<file path="config.mk">
export PLATFORM = sky130hd
export DESIGN_NAME = ffsk_modulator
export DESIGN_NICKNAME = d
export VERILOG_FILES = /design/src/rtl/ffsk_pkg.sv /design/src/rtl/ffsk_tick_gen.sv /design/src/rtl/ffsk_bit_timer.sv /design/src/rtl/ffsk_nco.sv /design/src/rtl/ffsk_modulator.sv
export SDC_FILE = /design/constraint.sdc
export NUM_CORES = 1
export LEC_CHECK = 0
export BUFFER_PORTS_ARGS = -buffer_cell sky130_fd_sc_hd__buf_2
export CELL_PAD_IN_SITES_DETAIL_PLACEMENT = 1
export CELL_PAD_IN_SITES_GLOBAL_PLACEMENT = 2
export CORE_AREA = 2 2 121 123
export CTS_CLUSTER_DIAMETER = 150
export DETAILED_ROUTE_END_ITERATION = 12
export DIE_AREA = 0 0 123 125
export GPL_ROUTABILITY_DRIVEN = 0
export PLACE_DENSITY_LB_ADDON = 0.05
export SYNTH_ARGS = -nofsm -noshare
export SYNTH_HDL_FRONTEND = slang
export SYNTH_SLANG_ARGS = --single-unit
</file>
<file path="constraint.sdc">
create_clock -name clk -period 9.5 [get_ports clk]
set_input_delay 0.475 -clock clk [delete_from_list [all_inputs] [get_ports clk]]
set_output_delay 0.475 -clock clk [all_outputs]
set_load 0.01 [all_outputs]
</file>
<file path="src/rtl/ffsk_pkg.sv">
package ffsk_pkg;

    typedef enum logic [0:0] {
        BT_LOW  = 1'b0,
        BT_HIGH = 1'b1
    } bt_state_e;

    // Per-sample phase step for a tone of hz at sample rate fs, acc_w-bit wheel.
    function automatic longint unsigned phase_step(longint unsigned hz,
                                                   longint unsigned fs,
                                                   int acc_w);
        return (hz << acc_w) / fs;
    endfunction

    // Quarter-wave magnitude at half-offset point idx, rational sine approximation.
    function automatic int quarter_mag(int idx, int qbits, int amp);
        longint p;
        longint u;
        longint w;
        p = 4 * (longint'(1) << qbits);
        u = 2 * longint'(idx) + 1;
        w = u * (p - u);
        return int'((longint'(amp) * 4 * w) / ((5 * p * p) / 4 - w));
    endfunction

endpackage

</file>
<file path="src/rtl/ffsk_tick_gen.sv">
module ffsk_tick_gen #(
    parameter int DIV_MAX = 128
) (
    input  logic clk,
    input  logic rst,
    input  logic mclk_sel,
    output logic tick
);
    localparam int CW = $clog2(DIV_MAX);

    logic [CW-1:0] cnt;
    logic [CW-1:0] lim;

    assign lim  = mclk_sel ? CW'(DIV_MAX - 1) : CW'(DIV_MAX / 2 - 1);
    assign tick = !rst && (cnt >= lim);

    always_ff @(posedge clk) begin
        if (rst)
            cnt <= '0;
        else if (cnt >= lim)
            cnt <= '0;
        else
            cnt <= cnt + 1'b1;
    end

    // a tick never lasts more than one master cycle
    a_r2_tick_isolated: assert property (@(posedge clk) disable iff (rst)
        tick |=> !tick);

endmodule

</file>
<file path="src/rtl/ffsk_bit_timer.sv">
module ffsk_bit_timer
    import ffsk_pkg::*;
#(
    parameter int HALF_SLOW = 24,
    parameter int HALF_FAST = 12
) (
    input  logic clk,
    input  logic rst,
    input  logic tick,
    input  logic fast,
    input  logic tx_data,
    input  logic pre_sel,
    output logic bit_clk,
    output logic cur_bit
);
    localparam int CW = $clog2(HALF_SLOW);

    bt_state_e     state, nstate;
    logic [CW-1:0] hcnt;
    logic [CW-1:0] half_lim;
    logic          wrap;
    logic          pre_q;
    logic          alt_q;

    assign half_lim = fast ? CW'(HALF_FAST - 1) : CW'(HALF_SLOW - 1);
    assign wrap     = tick && (hcnt == half_lim);

    always_comb begin
        nstate = state;
        unique case (state)
            BT_LOW:  if (wrap) nstate = BT_HIGH;
            BT_HIGH: if (wrap) nstate = BT_LOW;
            default: nstate = BT_LOW;
        endcase
    end

    always_ff @(posedge clk) begin
        if (rst)
            state <= BT_LOW;
        else
            state <= nstate;
    end

    always_ff @(posedge clk) begin
        if (rst) begin
            hcnt    <= '0;
            cur_bit <= 1'b1;
            pre_q   <= 1'b0;
            alt_q   <= 1'b0;
        end else if (tick) begin
            hcnt <= wrap ? '0 : hcnt + 1'b1;
            if (state == BT_LOW && wrap) begin
                pre_q <= pre_sel;
                if (pre_sel) begin
                    cur_bit <= alt_q;
                    alt_q   <= ~alt_q;
                end else begin
                    cur_bit <= tx_data;
                    alt_q   <= 1'b0;
                end
            end
        end
    end

    assign bit_clk = (state == BT_HIGH);

    // the bit clock moves only on a sample tick
    a_r3_clk_on_tick: assert property (@(posedge clk) disable iff (rst)
        !$past(tick) |-> $stable(bit_clk));

    // the latched bit changes only at a rising bit clock
    a_r4_bit_holds: assert property (@(posedge clk) disable iff (rst)
        !$rose(bit_clk) |-> $stable(cur_bit));

    // back-to-back preamble bits alternate
    a_r6_preamble_alt: assert property (@(posedge clk) disable iff (rst)
        ($rose(bit_clk) && pre_q && $past(pre_q)) |-> (cur_bit != $past(cur_bit)));

endmodule

</file>
<file path="src/rtl/ffsk_nco.sv">
module ffsk_nco
    import ffsk_pkg::*;
#(
    parameter int ACC_W         = 32,
    parameter int ADDR_W        = 8,
    parameter int OUT_W         = 10,
    parameter int SAMPLE_HZ     = 57600,
    parameter int MARK_HZ       = 1200,
    parameter int SPACE_SLOW_HZ = 1800,
    parameter int SPACE_FAST_HZ = 2400
) (
    input  logic                    clk,
    input  logic                    rst,
    input  logic                    tick,
    input  logic                    fast,
    input  logic                    cur_bit,
    input  logic                    cos_mode,
    output logic signed [OUT_W-1:0] sample_out,
    output logic                    sample_stb
);
    localparam int QB  = ADDR_W - 2;
    localparam int QN  = 1 << QB;
    localparam int AMP = (1 << (OUT_W - 1)) - 1;
    localparam logic [ACC_W-1:0] INC_MARK = ACC_W'(phase_step(MARK_HZ, SAMPLE_HZ, ACC_W));
    localparam logic [ACC_W-1:0] INC_SS   = ACC_W'(phase_step(SPACE_SLOW_HZ, SAMPLE_HZ, ACC_W));
    localparam logic [ACC_W-1:0] INC_SF   = ACC_W'(phase_step(SPACE_FAST_HZ, SAMPLE_HZ, ACC_W));
    localparam logic [ACC_W-1:0] ACC_QTR  = {2'b01, {(ACC_W-2){1'b0}}};

    logic [OUT_W-2:0]        qtab [QN];
    logic [ACC_W-1:0]        acc;
    logic [ACC_W-1:0]        step;
    logic [ADDR_W-1:0]       p;
    logic [QB-1:0]           idx;
    logic signed [OUT_W-1:0] mag_s;
    logic signed [OUT_W-1:0] val;

    for (genvar g = 0; g < QN; g++) begin : g_qtab
        assign qtab[g] = (OUT_W-1)'(quarter_mag(g, QB, AMP));
    end

    assign step  = cur_bit ? INC_MARK : (fast ? INC_SF : INC_SS);
    assign p     = acc[ACC_W-1 -: ADDR_W];
    assign idx   = p[ADDR_W-2] ? ~p[QB-1:0] : p[QB-1:0];
    assign mag_s = {1'b0, qtab[idx]};
    assign val   = p[ADDR_W-1] ? -mag_s : mag_s;

    always_ff @(posedge clk) begin
        if (rst) begin
            acc        <= cos_mode ? ACC_QTR : '0;
            sample_out <= '0;
            sample_stb <= 1'b0;
        end else begin
            sample_stb <= tick;
            if (tick) begin
                acc        <= acc + step;
                sample_out <= val;
            end
        end
    end

    // the accumulator only advances on a tick
    a_r8_acc_on_tick: assert property (@(posedge clk) disable iff (rst)
        !$past(tick) |-> $stable(acc));

    // every advance is one of the three tone steps
    a_r5_step_legal: assert property (@(posedge clk) disable iff (rst)
        $past(tick) |-> ((acc - $past(acc)) == INC_MARK ||
                         (acc - $past(acc)) == INC_SS ||
                         (acc - $past(acc)) == INC_SF));

    // output at mid-scale zero right after reset
    a_r1_zero_after_reset: assert property (@(posedge clk) disable iff (rst)
        $fell(rst) |-> (sample_out == '0 && !sample_stb));

    // strobe is a single-cycle pulse
    a_r2_stb_pulse: assert property (@(posedge clk) disable iff (rst)
        sample_stb |=> !sample_stb);

endmodule

</file>
<file path="src/rtl/ffsk_modulator.sv">
module ffsk_modulator #(
    parameter int TICK_DIV      = 128,
    parameter int SAMPLE_HZ     = 57600,
    parameter int RATE_SLOW_BPS = 1200,
    parameter int RATE_FAST_BPS = 2400,
    parameter int MARK_HZ       = 1200,
    parameter int SPACE_SLOW_HZ = 1800,
    parameter int SPACE_FAST_HZ = 2400,
    parameter int ACC_W         = 32,
    parameter int ADDR_W        = 8,
    parameter int OUT_W         = 10
) (
    input  logic                    clk,
    input  logic                    rst,
    input  logic                    mclk_sel,
    input  logic                    rate_sel,
    input  logic                    cos_mode,
    input  logic                    pre_sel,
    input  logic                    tx_data,
    output logic                    bit_clk,
    output logic                    sample_stb,
    output logic signed [OUT_W-1:0] sample_out
);
    localparam int HALF_SLOW = SAMPLE_HZ / (2 * RATE_SLOW_BPS);
    localparam int HALF_FAST = SAMPLE_HZ / (2 * RATE_FAST_BPS);

    logic tick;
    logic fast;
    logic cur_bit;

    // the unsupported slow-clock / fast-rate pair falls back to the slow rate
    assign fast = mclk_sel & rate_sel;

    ffsk_tick_gen #(
        .DIV_MAX(TICK_DIV)
    ) u_tick (
        .clk      (clk),
        .rst      (rst),
        .mclk_sel (mclk_sel),
        .tick     (tick)
    );

    ffsk_bit_timer #(
        .HALF_SLOW(HALF_SLOW),
        .HALF_FAST(HALF_FAST)
    ) u_bits (
        .clk     (clk),
        .rst     (rst),
        .tick    (tick),
        .fast    (fast),
        .tx_data (tx_data),
        .pre_sel (pre_sel),
        .bit_clk (bit_clk),
        .cur_bit (cur_bit)
    );

    ffsk_nco #(
        .ACC_W         (ACC_W),
        .ADDR_W        (ADDR_W),
        .OUT_W         (OUT_W),
        .SAMPLE_HZ     (SAMPLE_HZ),
        .MARK_HZ       (MARK_HZ),
        .SPACE_SLOW_HZ (SPACE_SLOW_HZ),
        .SPACE_FAST_HZ (SPACE_FAST_HZ)
    ) u_nco (
        .clk        (clk),
        .rst        (rst),
        .tick       (tick),
        .fast       (fast),
        .cur_bit    (cur_bit),
        .cos_mode   (cos_mode),
        .sample_out (sample_out),
        .sample_stb (sample_stb)
    );

endmodule

</file>
* Yosys cells after proc, flatten, opt, wreduce, memory -nomap -nowiden
Memory sizes are Yosys's and may differ from the RTL's.
Cells that the tools add are included.
W data, S select, Z words.
** Operators by class
- $add $sub $neg :: 4
- Magnitude comparators :: 2
- Equal/unequal tests :: 1
- Mux-type cells :: 17
- Bitwise operators :: 5
- Reductions and logical operators :: 7
** Operators with widths (number)
- $mux W32 :: 3
- $add A32 B32 Y32 :: 1
- $mux W31 :: 1
- $mux W26 :: 1
- $mux W9 :: 2
- $mux W10 :: 1
- $mux W5 :: 2
- $neg A9 Y10 :: 1
- $add A7 B1 Y7 const B :: 1
- $ge A7 B7 Y1 :: 1
- $ge A7 B7 Y1 const B :: 1
- $mux W7 :: 1
- $not A6 Y7 :: 1
- $mux W6 :: 1
- $not A6 Y6 :: 1
- $add A5 B1 Y5 const B :: 1
- $eq A5 B5 Y1 :: 1
- $mux W1 :: 4
- $logic_and A1 B1 Y1 :: 3
- $not A1 Y1 :: 2
- $pmux W1 S2 :: 1
- $reduce_and A2 Y1 :: 1
- $reduce_bool A2 Y1 :: 1
- $reduce_or A2 Y1 :: 1
- 2 further kinds :: 2
** Word-level totals
- Register bits after elaboration :: 58
- Memory bits (read-only) :: 576
- Output and inout port bits :: 12
- Word-level logic and storage cells :: 45
- Memories :: 1
** Memory list
- (no name shown) :: words 64, bits a word 9, read ports 1, clocked after memory_dff 0, wr ports 0, RTL line ffsk_nco.sv:44 : assign mag_s = {1'b0, qtab[idx]};

* Longest topological paths before layout
- Depth in word-level cells :: 8
- Gate-level depth with buffers :: 16

* Modules after synthesis
A second synthesis with hierarchy kept.
** Second synthesis, totals
- Cell total of the unflattened synthesis :: 776
- Area total of the unflattened synthesis :: 6029.5 um^2
** By module, submodules not included
- ffsk_nco :: instances 1, cells each 693, area each 5242.5 um^2, sequential area each 1181.1 um^2
- ffsk_bit_timer :: instances 1, cells each 41, area each 432.9 um^2, sequential area each 160.2 um^2
- ffsk_tick_gen :: instances 1, cells each 41, area each 347.8 um^2, sequential area each 140.1 um^2
- ffsk_modulator :: instances 1, cells each 1, area each 6.3 um^2, sequential area each 0.0 um^2

* Least setup slack after synthesis
Ideal clock, no wire load.
- Path type :: register to register
- Start :: register u_bits.cur_bit
- End :: register u_nco.acc[24] (data pin)
- Setup time :: 0.262 ns
- Data arrival time :: 3.609 ns
- Setup slack :: 5.629 ns
- Cell stages (with the launch flop) :: 15
- Buffers on the path :: 3
- Clock period less this slack :: 3.871 ns
- Path through :: dfxtp_1 -> nand3b_1 -> buf_2 -> clkbuf_1 -> buf_2 -> xnor2_1 -> ha_1 -> a21oi_1 -> o211ai_1 -> a31o_1 -> a221oi_2 -> o2111ai_2 -> a221oi_4 -> o21ai_1 -> mux2_1
** On the way
- Word-level cells in the longest chain between the ends :: 4
** RTL lines
- start, declared :: RTL line ffsk_bit_timer.sv:14 : output logic cur_bit
- start signal, assigned :: RTL line ffsk_bit_timer.sv:55 : cur_bit <= alt_q;
- start signal, assigned :: RTL line ffsk_bit_timer.sv:58 : cur_bit <= tx_data;
- $mux W32 :: RTL line ffsk_nco.sv:41 : assign step = cur_bit ? INC_MARK : (fast ? INC_SF : INC_SS);
- $add A32 B32 Y32 :: RTL line ffsk_nco.sv:55 : acc <= acc + step;
- $mux W32 :: RTL line ffsk_nco.sv:54 : if (tick) begin
- $mux W32 :: RTL line ffsk_nco.sv:48 : if (rst) begin
- end signal, assigned :: RTL line ffsk_nco.sv:49 : acc <= cos_mode ? ACC_QTR : '0;
- end signal, assigned :: RTL line ffsk_nco.sv:55
- end, declared :: RTL line ffsk_nco.sv:30 : logic [ACC_W-1:0] acc;
No other way between the ends. The select of a mux whose other input is x is not followed.
A chain may end at the register's enable or synchronous reset.

* Worst setup path in the final report
- Start :: register u_nco.acc[30]
- End :: register u_nco.sample_out[8]
** On the way
- Word-level cells in the longest chain between the ends :: 7
** RTL lines
- $mux W6 (*) :: RTL line ffsk_nco.sv:43 : assign idx = p[ADDR_W-2] ? ~p[QB-1:0] : p[QB-1:0];
- $not A6 Y7 (implied by the code) (*) :: RTL line ffsk_nco.sv:44
- $mem_v2 Z64 W9 (*)
- $mux W9 (implied by the code) (*) (2 in series) :: RTL line ffsk_nco.sv:44
- $neg A9 Y10 :: RTL line ffsk_nco.sv:45 : assign val = p[ADDR_W-1] ? -mag_s : mag_s;
- $mux W10 (*) :: RTL line ffsk_nco.sv:45
- end signal, assigned :: RTL line ffsk_nco.sv:56 : sample_out <= val;
- end, declared :: RTL line ffsk_nco.sv:18 : output logic signed [OUT_W-1:0] sample_out,
Every way passes the cells marked *; elsewhere a longest branch is shown, timed or not. The select of a mux whose other input is x is not followed.

==> results.yml <==
run_status:
  status: "completed"
sta:
  worstMarginPinSlew_ns: 1.23
  relSlewSlack_pct: 17.5
  fin_ws_ns: 5.35
  slew_viol_final: 0
  timing.final.crit_period_ns: 4.15
  hold_viol: 0
  grt_setup_unrepaired: "false"
  fin_skew_ns: 0.00947
  fin_crit_sh_pct: 43.7
  setup_violations: 0
  holdWs_ns: 0.455
  clock.fmax_mhz: 241
  tns_ns: 0
worst_setup_path:
  cp-startpoint: "u_nco.acc[30]"
  cp.arrival_ns: 4.40
  setup.worst_path.start_class: "flop"
  r2r_setup_slack_ns: 5.35
  r2r_cells: 12
  r2r_start: "u_nco.acc[30]"
  crit_required_ns: 9.75
  cp-end-kind: "flop"
  crit_type: "reg -> reg"
  crit_fanout: 20
drt:
  routed-via-count: 5449
  routedWlPerCell_microns: 19.4
  dr.first_iter.drc_count: 335
  via_per_inst: 6.04
  totalWireLength_microns: 17500
  drcViolationCount: 0
  dr.pass1.iters: 4
  drtAntennaViolNets: 0
synthesis:
  synth_seq_cells: 58
  syn_area_sq_um: 5830
  synthArstFlopShare_pct: 0
  seq_area_frac_synth_pct: 25.4
  ys.flop_type: "edfxtp_1"
  yosysTopAreaCell: "edfxtp_1"
  synth_warnings: 0
  synth_area_leaders: "edfxtp_1 (16%), dfxtp_1 (8.9%), ha_1 (6.2%)"
  synth-edff-count: 32
  synth_cells: 738
  synth_cell_type_count: 82
  syn_area_per_cell_sq_um: 7.90
  synth_top_cell_area_share_pct: 16.5
  syn_nets: 774
cts:
  holdBufCountCts: 0
  clk_pin_slew_ns: 0.06
  cts_num_sinks: 58
  cts_buffers: 9
  tritoncts: "yes"
  postCtsSetupBuffers: 0
  cts.htree.levels: 3
  clockBufferDepth: 2
  root_buffer: "clkbuf_16"
  cts_resized: 0
  clock_latency_ns: 0.35
min_path:
  holdCritStartpoint: "u_nco.sample_out[9]"
  hp-class: "reg -> reg"
  hold_depth: 2
floorplan:
  core_sq_um: 14200
  die_area_sq_um: 15400
  ios: 19
  initial_core_util_pct: 41.0
  num_rows: 44
  die_w_microns: 123
  die_h_microns: 125
layout:
  final_common_cell: "nor2_1"
  area.growth.synth_to_final_pct: 6.63
  fin_cells: 902
  stdcell_area_sq_um: 6210
  nets: 749
  drive_gt1_share_pct: 9.89
  num_antenna_cells: 0
  post-route-util_pct: 43.8
  final_cell_mix: "nor2_1 (83), nand2_1 (69), a21oi_1 (45)"
placed_design:
  dp_hpwl_microns: 11900
  io_buffer_count: 18
  place_ws_ns: 5.40
  placedInstanceArea_sq_um: 5920
  dp_cells: 886
global_route:
  grt_pass1_wl_microns: 28900
  grt_pass1_vias: 5389
  antenna_found_initial: 0
  grt_overflow: 0
  grt_usage_pct: 23.6
  grt_max_degree: 58
flow_run:
  drv_cap: 0
power:
  p_per_area_nw_per_um2: 159
  total_power_mw: 0.986
  leakage_nw: 2.25
  vdd_drop_max_mv: 0.0906
==> logic make-up (layout without fill, tap and decap cells) <==
family | Yosys count | count (layout) | synth area share, %
fa+ha+maj | 35 | 35 | 7.28
buf+inv | 80 | 60 | 6.01
compound gates | 210 | 210 | 25.6
xor+xnor | 57 | 57 | 8.69
flops | 58 | 58 | 25.4
mux | 19 | 19 | 3.54
simple gates | 279 | 279 | 23.4
==> worst paths after layout <==
kind / endpoint
worst min register to register: u_nco.sample_out[9]
worst max-delay path: u_nco.sample_out[8]
worst max register to register: u_nco.sample_out[8]
worst min-delay path: u_nco.sample_out[9]
==> layer usage <==
metal	track usage [%]	wire, microns
met5	0	0
met4	6.28	211
met3	4.11	580
met2	35.4	7890
met1	34.8	8780
==> cells in the mapped netlist, types with 15 or more instances <==
cell       n
clkbuf_1  29
o21ai_0   36
nor3_1    18
xor2_1    18
xnor2_1   38
nor2b_1   16
a21oi_1   45
nand3_1   22
inv_1     19
edfxtp_1  32
dfxtp_1   26
ha_1      29
buf_2     19
nor2_1    83
nand2_1   69
mux2i_1   15
==> critical path, cell delays in order (launching register included) <==
cell	delay, ns
edfxtp_1	0.86
xor2_1	0.62
inv_1	0.25
ha_1	0.46
o211ai_1	0.28
a211oi_1	0.07
nor3_1	0.41
nor2b_1	0.26
ha_1	0.20
nand2_1	0.08
nor3_2	0.20
mux2i_1	0.11
nor4_1	0.25
==> area by class of cell <==
cell class / count / area [sq um]
tap: 184 / 230
fill: 1763 / 7990
clock buffer: 10 / 250
timing repair buffer: 24 / 135
multi-input combinational: 600 / 4000
clock inverter: 6 / 46.3
inverter: 20 / 75.1
sequential: 58 / 1480
==> where the power goes <==
group | internal, mW | switching [mW] | total (mW) | leakage (nW)
clock | 0.194 | 0.135 | 0.329 | 0.145
sequential | 0.285 | 0.0295 | 0.315 | 0.535
combinational | 0.130 | 0.212 | 0.342 | 1.57
total | 0.609 | 0.376 | 0.986 | 2.25
==> flip-flops by register name (all words and copies together) (netlist names) <==
name	flops
u_bits.cur_bit	1
u_bits.hcnt	5
u_nco.sample_out	10
u_bits.alt_q	1
u_bits.bit_clk	1
u_tick.cnt	7
u_nco.acc	32
u_nco.sample_stb	1
(Power assumes the default switching activity.)
